`src/rtl/cport_pkg.sv`:
```
package cport_pkg;
   localparam logic ADDR_DATA = 1'b0;
   localparam logic ADDR_CTRL = 1'b1;

   localparam int CTRL_RE_BIT  = 0;
   localparam int CTRL_WE_BIT  = 1;
   localparam int CTRL_RI_BIT  = 8;
   localparam int CTRL_WI_BIT  = 9;
   localparam int DATA_VLD_BIT = 15;
   localparam int FIELD_LSB    = 16;

   localparam int CHAR_W  = 8;
   localparam int WORD_W  = 32;
   localparam int FIELD_W = 16;

   localparam int DEPTH_MIN = 8;
   localparam int DEPTH_MAX = 32768;

   typedef struct packed {
      logic rd_en;
      logic wr_en;
   } irq_en_t;

   function automatic logic [WORD_W-1:0] data_word(input logic vld,
                                                   input logic [CHAR_W-1:0] ch,
                                                   input logic [FIELD_W-1:0] left);
      logic [WORD_W-1:0] w;
      w = '0;
      w[FIELD_LSB +: FIELD_W] = left;
      w[DATA_VLD_BIT]         = vld;
      w[CHAR_W-1:0]           = vld ? ch : '0;
      return w;
   endfunction

   function automatic logic [WORD_W-1:0] ctrl_word(input irq_en_t en,
                                                   input logic ri, input logic wi,
                                                   input logic [FIELD_W-1:0] free);
      logic [WORD_W-1:0] w;
      w = '0;
      w[FIELD_LSB +: FIELD_W] = free;
      w[CTRL_WI_BIT]          = wi;
      w[CTRL_RI_BIT]          = ri;
      w[CTRL_WE_BIT]          = en.wr_en;
      w[CTRL_RE_BIT]          = en.rd_en;
      return w;
   endfunction
endpackage

```
`src/rtl/cport_fifo.sv`:
```
module cport_fifo #(
   parameter int DEPTH = 64,
   parameter int WIDTH = 8,
   localparam int AW = (DEPTH > 1) ? $clog2(DEPTH) : 1,
   localparam int CW = $clog2(DEPTH + 1)
) (
   input  logic             clk,
   input  logic             rst_n,
   input  logic             push,
   input  logic [WIDTH-1:0] push_data,
   input  logic             pop,
   output logic [WIDTH-1:0] head,
   output logic [CW-1:0]    count,
   output logic             full,
   output logic             empty
);
   localparam bit POW2 = (DEPTH == (1 << AW));

   logic [WIDTH-1:0] mem [DEPTH];
   logic [AW-1:0]    wptr, rptr, wptr_nx, rptr_nx;
   logic             do_push, do_pop;

   assign full    = (count == CW'(DEPTH));
   assign empty   = (count == '0);
   assign do_push = push && !full;
   assign do_pop  = pop && !empty;
   assign head    = mem[rptr];

   // pointer advance: free wrap on a power-of-two depth, compare otherwise
   generate
      if (POW2) begin : g_wrap_free
         assign wptr_nx = wptr + 1'b1;
         assign rptr_nx = rptr + 1'b1;
      end else begin : g_wrap_cmp
         assign wptr_nx = (wptr == AW'(DEPTH - 1)) ? '0 : wptr + 1'b1;
         assign rptr_nx = (rptr == AW'(DEPTH - 1)) ? '0 : rptr + 1'b1;
      end
   endgenerate

   always_ff @(posedge clk) begin
      if (do_push) mem[wptr] <= push_data;
   end

   always_ff @(posedge clk or negedge rst_n) begin
      if (!rst_n) begin
         wptr  <= '0;
         rptr  <= '0;
         count <= '0;
      end else begin
         if (do_push) wptr <= wptr_nx;
         if (do_pop)  rptr <= rptr_nx;
         case ({do_push, do_pop})
            2'b10:   count <= count + 1'b1;
            2'b01:   count <= count - 1'b1;
            default: count <= count;
         endcase
      end
   end
endmodule

```
`src/rtl/cport_irq.sv`:
```
module cport_irq
   import cport_pkg::*;
#(
   parameter int DEPTH     = 64,
   parameter int RD_THRESH = 8,
   parameter int WR_THRESH = 8,
   localparam int CW = $clog2(DEPTH + 1)
) (
   input  irq_en_t       en,
   input  logic [CW-1:0] rx_count,
   input  logic [CW-1:0] tx_count,
   output logic [CW-1:0] rx_free,
   output logic [CW-1:0] tx_free,
   output logic          rd_cond,
   output logic          wr_cond,
   output logic          irq
);
   assign rx_free = CW'(DEPTH) - rx_count;
   assign tx_free = CW'(DEPTH) - tx_count;
   assign rd_cond = (rx_free <= CW'(RD_THRESH));
   assign wr_cond = (tx_count <= CW'(WR_THRESH));
   assign irq     = (en.rd_en && rd_cond) || (en.wr_en && wr_cond);
endmodule

```
`src/rtl/cport_regs.sv`:
```
module cport_regs
   import cport_pkg::*;
#(
   parameter int DEPTH = 64,
   localparam int CW = $clog2(DEPTH + 1)
) (
   input  logic              clk,
   input  logic              rst_n,
   input  logic              bus_addr,
   input  logic              bus_wr,
   input  logic              bus_rd,
   input  logic [WORD_W-1:0] bus_wdata,
   output logic [WORD_W-1:0] bus_rdata,
   input  logic [CHAR_W-1:0] rx_head,
   input  logic [CW-1:0]     rx_count,
   input  logic [CW-1:0]     tx_free,
   input  logic              rd_cond,
   input  logic              wr_cond,
   output logic              rx_pop,
   output logic              tx_push,
   output logic [CHAR_W-1:0] tx_char,
   output irq_en_t           en
);
   logic          rx_has;
   logic [CW-1:0] rx_left;

   assign rx_has  = (rx_count != '0);
   assign rx_left = rx_count - CW'(rx_has);
   assign rx_pop  = bus_rd && (bus_addr == ADDR_DATA);
   assign tx_push = bus_wr && (bus_addr == ADDR_DATA);
   assign tx_char = bus_wdata[CHAR_W-1:0];

   always_ff @(posedge clk or negedge rst_n) begin
      if (!rst_n) begin
         en <= '0;
      end else if (bus_wr && (bus_addr == ADDR_CTRL)) begin
         en.rd_en <= bus_wdata[CTRL_RE_BIT];
         en.wr_en <= bus_wdata[CTRL_WE_BIT];
      end
   end

   always_ff @(posedge clk or negedge rst_n) begin
      if (!rst_n) begin
         bus_rdata <= '0;
      end else if (bus_rd) begin
         if (bus_addr == ADDR_DATA)
            bus_rdata <= data_word(rx_has, rx_head, FIELD_W'(rx_left));
         else
            bus_rdata <= ctrl_word(en, rd_cond, wr_cond, FIELD_W'(tx_free));
      end
   end
endmodule

```
`src/rtl/char_port.sv`:
```
module char_port
   import cport_pkg::*;
#(
   parameter int DEPTH     = 64,
   parameter int RD_THRESH = 8,
   parameter int WR_THRESH = 8
) (
   input  logic        clk,
   input  logic        rst_n,
   input  logic        bus_addr,
   input  logic        bus_wr,
   input  logic        bus_rd,
   input  logic [31:0] bus_wdata,
   output logic [31:0] bus_rdata,
   output logic        irq,
   input  logic        in_valid,
   output logic        in_ready,
   input  logic [7:0]  in_data,
   output logic        out_valid,
   input  logic        out_ready,
   output logic [7:0]  out_data
);
   localparam int CW = $clog2(DEPTH + 1);

   generate
      if (DEPTH < DEPTH_MIN || DEPTH > DEPTH_MAX) begin : g_bad_depth
         $error("char_port: DEPTH out of range");
      end
      if (RD_THRESH < 0 || RD_THRESH >= DEPTH) begin : g_bad_rd
         $error("char_port: RD_THRESH must be below DEPTH");
      end
      if (WR_THRESH < 0 || WR_THRESH >= DEPTH) begin : g_bad_wr
         $error("char_port: WR_THRESH must be below DEPTH");
      end
   endgenerate

   logic [CW-1:0]     rx_cnt, tx_cnt, rx_free, tx_free;
   logic [CHAR_W-1:0] rx_head, tx_char;
   logic              rx_full, rx_empty, tx_full, tx_empty;
   logic              rx_pop, tx_push, rd_cond, wr_cond;
   irq_en_t           en;
   logic              ie_rd, ie_wr;

   assign ie_rd     = en.rd_en;
   assign ie_wr     = en.wr_en;
   assign in_ready  = !rx_full;
   assign out_valid = !tx_empty;

   cport_fifo #(.DEPTH(DEPTH), .WIDTH(CHAR_W)) u_rx (
      .clk(clk), .rst_n(rst_n),
      .push(in_valid), .push_data(in_data),
      .pop(rx_pop), .head(rx_head),
      .count(rx_cnt), .full(rx_full), .empty(rx_empty)
   );

   cport_fifo #(.DEPTH(DEPTH), .WIDTH(CHAR_W)) u_tx (
      .clk(clk), .rst_n(rst_n),
      .push(tx_push), .push_data(tx_char),
      .pop(out_ready), .head(out_data),
      .count(tx_cnt), .full(tx_full), .empty(tx_empty)
   );

   cport_regs #(.DEPTH(DEPTH)) u_regs (
      .clk(clk), .rst_n(rst_n),
      .bus_addr(bus_addr), .bus_wr(bus_wr), .bus_rd(bus_rd),
      .bus_wdata(bus_wdata), .bus_rdata(bus_rdata),
      .rx_head(rx_head), .rx_count(rx_cnt), .tx_free(tx_free),
      .rd_cond(rd_cond), .wr_cond(wr_cond),
      .rx_pop(rx_pop), .tx_push(tx_push), .tx_char(tx_char), .en(en)
   );

   cport_irq #(.DEPTH(DEPTH), .RD_THRESH(RD_THRESH), .WR_THRESH(WR_THRESH)) u_irq (
      .en(en), .rx_count(rx_cnt), .tx_count(tx_cnt),
      .rx_free(rx_free), .tx_free(tx_free),
      .rd_cond(rd_cond), .wr_cond(wr_cond), .irq(irq)
   );
endmodule

```
`config.mk`:
```
export PLATFORM = sky130hd
export DESIGN_NAME = char_port
export DESIGN_NICKNAME = d
export VERILOG_FILES = /design/src/rtl/cport_pkg.sv /design/src/rtl/cport_fifo.sv /design/src/rtl/cport_irq.sv /design/src/rtl/cport_regs.sv /design/src/rtl/char_port.sv
export SDC_FILE = /design/constraint.sdc
export NUM_CORES = 1
export LEC_CHECK = 0
export ABC_AREA = 1
export BUFFER_PORTS_ARGS = -buffer_cell sky130_fd_sc_hd__buf_2
export CAP_MARGIN = 0
export CORE_MARGIN = 5
export CORE_UTILIZATION = 54
export CTS_CLUSTER_SIZE = 25
export DETAILED_ROUTE_END_ITERATION = 10
export PLACE_DENSITY = 0.7
export SYNTH_ARGS = -nofsm -noshare
export SYNTH_HDL_FRONTEND = slang
export SYNTH_SLANG_ARGS = --single-unit
```
`constraint.sdc`:
```
create_clock -name clk -period 5.8 [get_ports clk]
set_clock_uncertainty 0.05 [all_clocks]
set_input_delay 1.16 -clock clk [delete_from_list [all_inputs] [get_ports clk]]
set_output_delay 1.16 -clock clk [all_outputs]
set_load 0.03 [all_outputs]
```
==> impl_metrics.tcl <==
set metrics [dict create \
    gr-total-overflow 0 \
    dp_hpwl_mm 58.3 \
    antenna_found_initial 0 \
    n_antenna_cell 0 \
    crit_required_ps 4590 \
    synth_flop_cell "edfxtp_1" \
    io_buffers 51 \
    cp.arrival_ps 3780 \
    routed_wl_mm 106 \
    netlist-cell-type-count 47 \
    first_pass_iters 6 \
    synth_area_um2 46300 \
    area_growth_pct 9.21 \
    cts_tree "built" \
    period_minus_slack_ps 4990 \
    r2r-start "u_rx.rptr[1]" \
    rows 107 \
    yosys.area.top_type_share_pct 66.5 \
    clkSinkCount 1082 \
    min_period_over_period_pct 86.1 \
    synthArstFlopShare_pct 5.36 \
    max_freq_mhz 200 \
    wl_per_cell_um 19.6 \
    ioPinCount 90 \
    setup_viol 0 \
    yosysSeqAreaShare_pct 69.6 \
    grt_pass1_vias 28500 \
    place.gp.congestion 0.815 \
    cts-htree-levels 3 \
    insertion_delay_ps 670 \
    postCtsSetupRepairBufs 0 \
    vias_per_cell 5.58 \
    cts_buffers 105 \
    fp.dieW_um 303 \
    worst_slew_pin_slew_ps 1250 \
    slew_viol_final 0 \
    drtAntennaViolNets 0 \
    relSlewSlack_pct 16.9 \
    cp-start-kind "register" \
    syn_area_per_cell_um2 11.0 \
    critPathKind "reg -> out" \
    utilization_pct 59.3 \
    ys_warn_count 0 \
    nets 4221 \
    p_leak_uw 0.0191 \
    clk_pin_slew_ps 60 \
    holdPathEnd "u_regs.bus_rdata[16]" \
    yosys-top-cells-count "nand2_1 (1159), edfxtp_1 (1024), nor2_1 (405), nand3_1 (336), inv_1 (305)" \
    hold_ws_ps 441 \
    drtIter0Drc 3202 \
    clockRootBuffer "clkbuf_16" \
    hold_depth 2 \
    outcome "completed" \
    hold_path_startpoint "u_regs.bus_rdata[16]" \
    yosysMostFrequentCell "nand2_1" \
    grt_pass1_wl_mm 163 \
    yosys-top-cells-area "edfxtp_1 (66%), nand2_1 (9.4%), nand3_1 (3.6%)" \
    max_cap_viol_count 0 \
    initial_core_util_pct 54.3 \
    vias 30100 \
    cts_resized 0 \
    critPathMaxFanout 216 \
    core-area_um2 85100 \
    finalHoldViolations 0 \
    synth_edf_count 1024 \
    ys_ff_latch 1082 \
    clk_path_buf_depth 3 \
    fp.dieArea_um2 91600 \
    final_layout_size_suffix_gt1_share_pct 6.85 \
    grt_max_degree 217 \
    r2r_slack_ps 2430 \
    hold_path.class "reg -> reg" \
    r2r_end "u_regs.bus_rdata[0]" \
    rsz0062_at_grt "no" \
    setup.worst_path.end_class "output pin" \
    tns_ps 0 \
    fill_cells 6721 \
    die_h_um 303 \
    yosysTopAreaCell "edfxtp_1" \
    p_per_area_nw_per_um2 484 \
    drc 0 \
    cts_hold_buf 0 \
    grt_use_total_pct 22.9 \
    syn_inst 4192 \
    reg2reg_depth 10 \
    fin_total_pwr_uw 24400 \
    peakVddDrop_uv 454 \
]
==> cell type report <==
type | count | area, um^2 | area share (%)
timing repair buffer | 92 | 651 | 1.29
tap | 1144 | 1430 | 2.83
multi-input combinational | 2554 | 11600 | 23.0
clock inverter | 62 | 573 | 1.13
inverter | 325 | 1230 | 2.44
sequential | 1082 | 32200 | 63.8
clock buffer | 133 | 2780 | 5.51
==> flip-flops by register name (all words and copies together), names as in the netlist <==
signal and cells:
u_tx.mem 512, u_rx.wptr 6, u_rx.count 7, u_tx.wptr 6, u_regs.bus_rdata 18, u_rx.rptr 6
u_tx.count 7, u_tx.rptr 6, u_regs.en 2, u_rx.mem 512
==> cells in the final DEF, fill, tap and decap left out, drive strengths merged, types with 5 or more instances in the layout <==
master,count
ha,14
nor2,407
nand2,1164
conb,14
a21oi,27
clkinvlp,5
nand4,16
dfrtp,58
o21ai,291
xnor2,14
bufinv,10
edfxtp,1024
clkinv,48
nand3,337
inv,324
or2,49
buf,92
xor2,26
o211ai,33
clkbuf,133
o22ai,122
nor3,25
==> stage by stage <==
stage	instances	instance area (um^2)	setup slack, ps
global placement	5197	47200	1610
CTS	5392	50500	925
global route	5392	50500	670
detailed placement	5197	47200	1590
floorplan	4205	46300	2430
finish	5392	50500	805
==> per-layer routing <==
layer	global-route usage (%)	vias up	part of all wire [%]
met5	0	-	0
met4	5.96	0	2.2
met3	3.06	170	8.2
met2	36.1	1228	46
met1	34.4	14500	43
li1	-	14200	-
==> power breakdown <==
| part | internal [uW] | total [uW] | switching [uW] |
|---|---|---|---|
| sequential | 8940 | 9470 | 530 |
| combinational | 2340 | 8260 | 5930 |
| clock | 3840 | 6690 | 2860 |
| total | 15100 | 24400 | 9320 |
==> cell families (layout without fill, tap and decap cells) <==
group / count (synthesis) / count (layout) / share of synthesized area, %
fa+ha+maj: 14 / 14 / 0.379
compound gates: 484 / 484 / 5.87
buf+inv: 569 / 612 / 5.36
other cells: 1 / 14 / 0.00811
flops: 1082 / 1082 / 69.6
xor+xnor: 40 / 40 / 0.757
simple gates: 2002 / 2002 / 18.0
==> worst max-delay path: stages, from the launching register on <==
cell and delay [ps]:
dfrtp_4 800, buf_12 600, o21ai_0 240, o22ai_1 260
nand2_1 80, nand2_1 80, nand2_1 80, nand3_1 160
nand3_1 130, nand2_1 150, buf_2 220
==> how the worst max path moves through the flow <==
stage / startpoint / end / slack, ps
6_report: u_tx.rptr[0] / out_data[2] / 810
4_1_cts: u_tx.rptr[0] / out_data[3] / 930
3_5_place_dp: bus_rd / u_rx.count[6] / 1590
2_1_floorplan: bus_addr / u_rx.count[6] / 2430
3_3_place_gp: bus_rd / u_rx.count[6] / 1610
5_1_grt: u_tx.rptr[0] / out_data[7] / 670
(Power assumes the default switching activity.)
